**src/rtl/corr_bpred.sv**
```systemverilog
module corr_bpred #(
  parameter int ADDR_W      = 32,
  parameter int HIST_W      = 4,
  parameter int CTR_W       = 2,
  parameter int LHT_ENTRIES = 16,
  parameter int PC_IDX_W    = 2
) (
  input  logic              clk,
  input  logic              rst_n,
  input  logic              use_local,
  input  logic [ADDR_W-1:0] lk_addr,
  output logic              lk_taken,
  input  logic              up_valid,
  input  logic [ADDR_W-1:0] up_addr,
  input  logic              up_taken
);
  localparam int LHT_W = $clog2(LHT_ENTRIES);
  localparam int PHT_W = HIST_W + PC_IDX_W;
  localparam int PHT_N = 1 << PHT_W;
  localparam logic [CTR_W-1:0] CTR_MAX  = {CTR_W{1'b1}};
  localparam logic [CTR_W-1:0] CTR_MIN  = '0;
  localparam logic [CTR_W-1:0] CTR_INIT = {1'b0, {(CTR_W-1){1'b1}}};

  logic [HIST_W-1:0] ghist;
  logic [HIST_W-1:0] lht [LHT_ENTRIES];
  logic [CTR_W-1:0]  pht [PHT_N];

  logic [LHT_W-1:0]  lk_lidx, up_lidx;
  logic [HIST_W-1:0] lk_hist, up_hist;
  logic [PHT_W-1:0]  lk_idx, up_idx;
  logic [CTR_W-1:0]  up_ctr, up_ctr_nxt;

  assign lk_lidx  = lk_addr[LHT_W-1:0];
  assign lk_hist  = use_local ? lht[lk_lidx] : ghist;
  assign lk_idx   = {lk_hist, lk_addr[PC_IDX_W-1:0]};
  assign lk_taken = pht[lk_idx][CTR_W-1];

  assign up_lidx  = up_addr[LHT_W-1:0];
  assign up_hist  = use_local ? lht[up_lidx] : ghist;
  assign up_idx   = {up_hist, up_addr[PC_IDX_W-1:0]};
  assign up_ctr   = pht[up_idx];

  always_comb begin
    up_ctr_nxt = up_ctr;
    if (up_taken && up_ctr != CTR_MAX)       up_ctr_nxt = up_ctr + 1'b1;
    else if (!up_taken && up_ctr != CTR_MIN) up_ctr_nxt = up_ctr - 1'b1;
  end

  always_ff @(posedge clk or negedge rst_n) begin
    if (!rst_n) begin
      ghist <= '0;
      for (int i = 0; i < LHT_ENTRIES; i++) lht[i] <= '0;
      for (int j = 0; j < PHT_N; j++)       pht[j] <= CTR_INIT;
    end else if (up_valid) begin
      pht[up_idx]  <= up_ctr_nxt;
      ghist        <= {ghist[HIST_W-2:0], up_taken};
      lht[up_lidx] <= {lht[up_lidx][HIST_W-2:0], up_taken};
    end
  end


  ctr_sat_hi_chk: assert property (@(posedge clk) disable iff (!rst_n)
    (up_valid && up_taken && up_ctr == CTR_MAX) |=> pht[$past(up_idx)] == CTR_MAX);


  ctr_sat_lo_chk: assert property (@(posedge clk) disable iff (!rst_n)
    (up_valid && !up_taken && up_ctr == CTR_MIN) |=> pht[$past(up_idx)] == CTR_MIN);


  idle_hist_chk: assert property (@(posedge clk) disable iff (!rst_n)
    !up_valid |=> $stable(ghist));


  pred_hold_chk: assert property (@(posedge clk) disable iff (!rst_n)
    !up_valid ##1 ($stable(lk_addr) && $stable(use_local)) |-> $stable(lk_taken));


  ghist_newest_chk: assert property (@(posedge clk) disable iff (!rst_n)
    up_valid |=> ghist[0] == $past(up_taken));


  reset_pred_chk: assert property (@(posedge clk) disable iff (!rst_n)
    $rose(rst_n) |-> !lk_taken);
endmodule

```
**config.mk**
```make
export PLATFORM = sky130hd
export DESIGN_NAME = corr_bpred
export DESIGN_NICKNAME = d
export VERILOG_FILES = /design/src/rtl/corr_bpred.sv
export SDC_FILE = /design/constraint.sdc
export NUM_CORES = 1
export LEC_CHECK = 0
export ABC_AREA = 0
export BUFFER_PORTS_ARGS = -buffer_cell sky130_fd_sc_hd__buf_2
export CAP_MARGIN = 20
export CORE_MARGIN = 2
export CORE_UTILIZATION = 25
export DETAILED_ROUTE_END_ITERATION = 16
export PLACE_DENSITY = 0.38
export SLEW_MARGIN = 20
export SYNTH_ARGS = -nofsm -noshare
export SYNTH_HDL_FRONTEND = slang
export SYNTH_SLANG_ARGS = --single-unit
```
**constraint.sdc**
```tcl
create_clock -name clk -period 11.25 [get_ports clk]
set_clock_uncertainty 0.05 [all_clocks]
set_input_delay 2.8125 -clock clk [delete_from_list [all_inputs] [get_ports clk]]
set_output_delay 2.8125 -clock clk [all_outputs]
set_load 0.01 [all_outputs]
```
==> flow_results.xml <==
<?xml version="1.0" encoding="UTF-8"?>
<metrics>
  <group name="worst_setup_path">
    <metric name="path_common_cell" unit="">a21oi_1</metric>
    <metric name="critPathRequiredTime" unit="ps">8390</metric>
    <metric name="kind_of_end_point_of_the_critical_path" unit="">output port</metric>
    <metric name="cp_max_fo" unit="">22</metric>
    <metric name="timing.critical_path.arrival" unit="ps">6340</metric>
    <metric name="cell_by_cell_listing_of_the_critical_path" unit="">buf_2 -&gt; mux4_2 -&gt; mux4_2 -&gt; a21oi_1 -&gt; a211oi_1 -&gt; a211oi_1 -&gt; a21oi_1 -&gt; a21oi_1 -&gt; buf_2</metric>
    <metric name="critical_path_class" unit="">primary input to output port</metric>
    <metric name="crit_path_max_incr_delay" unit="ps">680</metric>
    <metric name="cp_top_family" unit="">compound AO/OA/AOI/OAI gates</metric>
    <metric name="cp_num_buf_inv" unit="">2</metric>
    <metric name="cp_slowest_cell" unit="">buf_2</metric>
    <metric name="critical_path.startpoint_type" unit="">primary input</metric>
  </group>
  <group name="finish">
    <metric name="multiInputGateArea" unit="mm^2">0.005446</metric>
    <metric name="syn_to_final_growth" unit="%">11.04</metric>
    <metric name="fraction_of_layout_instances_using_a_drive_strength_above_1" unit="">0.2429</metric>
    <metric name="seqCellArea" unit="mm^2">0.004985</metric>
    <metric name="antenna-diode-count" unit="">0</metric>
    <metric name="finish.net_count" unit="">1038</metric>
    <metric name="fin_area" unit="mm^2">0.01199</metric>
    <metric name="fillerInstances" unit="">4480</metric>
  </group>
  <group name="drt">
    <metric name="route.detailed.wl_per_inst" unit="um">20.75</metric>
    <metric name="drcViolationCount" unit="">0</metric>
    <metric name="drt_first_iter_violations" unit="">464</metric>
    <metric name="avgViaCountPerCell" unit="">4.852</metric>
    <metric name="detail-route-antenna-nets" unit="">0</metric>
    <metric name="router_iterations_before_antenna_repair" unit="">5</metric>
    <metric name="wirelength" unit="um">32470</metric>
    <metric name="vias" unit="">7593</metric>
  </group>
  <group name="logic_synthesis">
    <metric name="count_leader_synth" unit="">nand2_1</metric>
    <metric name="number_of_enable_flip_flop_cells_after_synthesis" unit="">0</metric>
    <metric name="synth_top_cell_area_share" unit="">0.3059</metric>
    <metric name="synth-warning-count" unit="">0</metric>
    <metric name="synth.largest_area_cell" unit="">dfrtp_1</metric>
    <metric name="synth.cells.most_frequent" unit="">nand2_1, dfrtp_1, o21ai_0</metric>
    <metric name="ys_seq_elements" unit="">196</metric>
    <metric name="syn_inst" unit="">979</metric>
    <metric name="ys_async_sr_fraction" unit="">1.000</metric>
    <metric name="yosys-top-cells-area" unit="">dfrtp_1, mux4_2, dfstp_2</metric>
    <metric name="yosys_most_used_dff" unit="">dfrtp_1</metric>
    <metric name="synth_sequential_area_ratio" unit="">0.4616</metric>
    <metric name="syn_nets" unit="">1050</metric>
    <metric name="netlist_area_before_placement" unit="mm^2">0.01080</metric>
    <metric name="ys_types" unit="">48</metric>
    <metric name="synthesis.area_per_instance" unit="um^2">11.03</metric>
  </group>
  <group name="min_path">
    <metric name="hold_class" unit="">flop to flop</metric>
  </group>
  <group name="floorplan">
    <metric name="dieWidth" unit="um">211.8</metric>
    <metric name="io_pins" unit="">70</metric>
    <metric name="number_of_core_rows" unit="">76</metric>
    <metric name="fp.dieArea" unit="mm^2">0.04487</metric>
    <metric name="initial_utilization" unit="">0.2518</metric>
    <metric name="floorplan.core_area" unit="mm^2">0.04289</metric>
    <metric name="chipHeight" unit="um">211.8</metric>
  </group>
  <group name="global_routing">
    <metric name="first_pass_grt_wire_length" unit="um">50810</metric>
    <metric name="gr-usage-all-layers" unit="">0.1531</metric>
    <metric name="number_of_antenna_violations_at_the_first_check_in_global_routing" unit="">0</metric>
    <metric name="number_of_global_route_vias_before_repair" unit="">7825</metric>
    <metric name="grt_start_max_net_pins" unit="">71</metric>
    <metric name="grt-ovfl-total" unit="">0</metric>
  </group>
  <group name="clocking">
    <metric name="cts.reportedPaths.clkPinSlew" unit="ps">70</metric>
    <metric name="numCtsBuffers" unit="">17</metric>
    <metric name="cts_repair_resize_count" unit="">0</metric>
    <metric name="clkSinkCount" unit="">196</metric>
    <metric name="cts_post_setup_buffers_inserted" unit="">0</metric>
    <metric name="clock_latency" unit="ps">460</metric>
    <metric name="cts_tree" unit="">done</metric>
    <metric name="h_tree_lvls" unit="">4</metric>
    <metric name="root_buffer" unit="">clkbuf_16</metric>
    <metric name="postCtsHoldBufs" unit="">0</metric>
    <metric name="max-clock-path-buffers" unit="">2</metric>
  </group>
  <group name="place">
    <metric name="port_buffers" unit="">13</metric>
    <metric name="gp_congestion" unit="">0.7626</metric>
    <metric name="post_place_cell_area" unit="mm^2">0.01140</metric>
    <metric name="detailedPlacementHpwl" unit="um">21470</metric>
  </group>
  <group name="status">
    <metric name="run_status" unit="">complete, no violations</metric>
  </group>
  <group name="timing">
    <metric name="final.min_clock_period" unit="ps">9199</metric>
    <metric name="final.hold.worst_slack" unit="ps">426.5</metric>
    <metric name="maxSlewHeadroom" unit="">0.2655</metric>
    <metric name="finalCritPeriodShare" unit="">0.8177</metric>
    <metric name="final_hold_viol_count" unit="">0</metric>
    <metric name="maxSlewViolCount" unit="">0</metric>
    <metric name="max_clock_freq" unit="MHz">108.7</metric>
    <metric name="setup_viol_count_final" unit="">0</metric>
    <metric name="pin_slew_with_the_least_headroom_to_its_limit" unit="ps">1102</metric>
    <metric name="rsz_0062_raised_after_global_routing" unit="">no</metric>
    <metric name="finalSetupTns" unit="ps">0</metric>
  </group>
  <group name="pwr">
    <metric name="p_leak" unit="nW">4.685</metric>
    <metric name="powerDensity" unit="mW/mm^2">218.8</metric>
    <metric name="vdd_drop_max" unit="uV">145.6</metric>
  </group>
  <group name="flow_run">
    <metric name="maxCapViolCount" unit="">0</metric>
  </group>
</metrics>
-- placed cells by master, fill, tap and decap left out, drive strengths merged, types with 16 or more instances in the layout --
| cell | count |
|---|---|
| o21ai | 120 |
| mux2i | 37 |
| dfrtp | 132 |
| o41ai | 16 |
| o31ai | 67 |
| clkbuf | 21 |
| nor2 | 36 |
| dfstp | 64 |
| nand2 | 269 |
| mux4 | 81 |
| buf | 28 |
-- routing by layer --
metal,up-vias,share of wire,GRT usage
met1,3899,0.50,0.2224
li1,3578,-,-
met5,-,0,0
met4,0,0.0087,0.02987
met2,101,0.46,0.2380
met3,15,0.029,0.02878
-- final cells by class --
cell class | count | share of cell area
Multi-Input combinational cell | 714 | 0.4542
Sequential cell | 196 | 0.4157
Tap cell | 585 | 0.06105
Clock buffer | 20 | 0.03809
Timing Repair Buffer | 29 | 0.01743
Clock inverter | 12 | 0.01064
Inverter | 9 | 0.002818
-- per-stage QoR --
step	worst slack, ps	total power [W]	instances	util
2_1_floorplan	2792	0.001752	979	-
3_3_place_gp	1966	0.002006	1533	0.2659
3_5_place_dp	1995	0.002017	1533	0.2659
4_1_cts	1967	0.002667	1565	0.2795
5_1_grt	1768	0.002797	1565	0.2796
6_report	2051	0.002623	1565	0.2796
-- logic make-up (layout without fill, tap and decap cells) --
logic type,Yosys count,in the layout,share of synthesized area
and+or+nand+nor,341,341,0.1263
AOI/OAI and AO/OA,237,237,0.1505
DFF,196,196,0.4616
muxes,133,133,0.2211
buffers and inverters,69,70,0.03557
adders and majority gates,2,2,0.002317
xor gates and xnor gates,1,1,0.002550
-- path summary, 6_finish.rpt --
| path | startpoint | endpoint | slack (ps) | cells past startpoint |
|---|---|---|---|---|
| setup / recovery | lk_addr[0] | lk_taken | 2050 | 9 |
| hold / removal | pht[108]$_DFFE_PN1P_ | pht[108]$_DFFE_PN1P_ | 430 | 2 |
| setup reg to reg | lht[16]$_DFFE_PN0P_ | pht[23]$_DFFE_PN0P_ | 6380 | 15 |
| max in group asynchronous | rst_n | pht[69]$_DFFE_PN0P_ | 7490 | 2 |
| hold reg to reg | pht[108]$_DFFE_PN1P_ | pht[108]$_DFFE_PN1P_ | 430 | 2 |
| min in group asynchronous | rst_n | pht[39]$_DFFE_PN0P_ | 2310 | 1 |
-- power breakdown --
group	internal (W)	total [W]	switching (W)	leakage [nW]
clock	0.000339	0.000637	0.000298	0.272
combinational	0.000350	0.000874	0.000523	2.01
sequential	0.000974	0.00111	0.000138	2.41
total	0.00166	0.00262	0.000960	4.68
-- flip-flops by register name, indices dropped and copies added (netlist names) --
register / flops
lht: 64
ghist: 4
pht: 128
-- worst reg2reg max path: cells and delay by family (launching register included) --
| kind | cells | cell delay (ps) |
|---|---|---|
| compound gates | 6 | 2110 |
| fa+ha+maj | 1 | 230 |
| buf+inv | 3 | 430 |
| flops | 1 | 390 |
| mux | 3 | 1020 |
| simple gates | 2 | 520 |
Power figures use the tool's default switching activity.
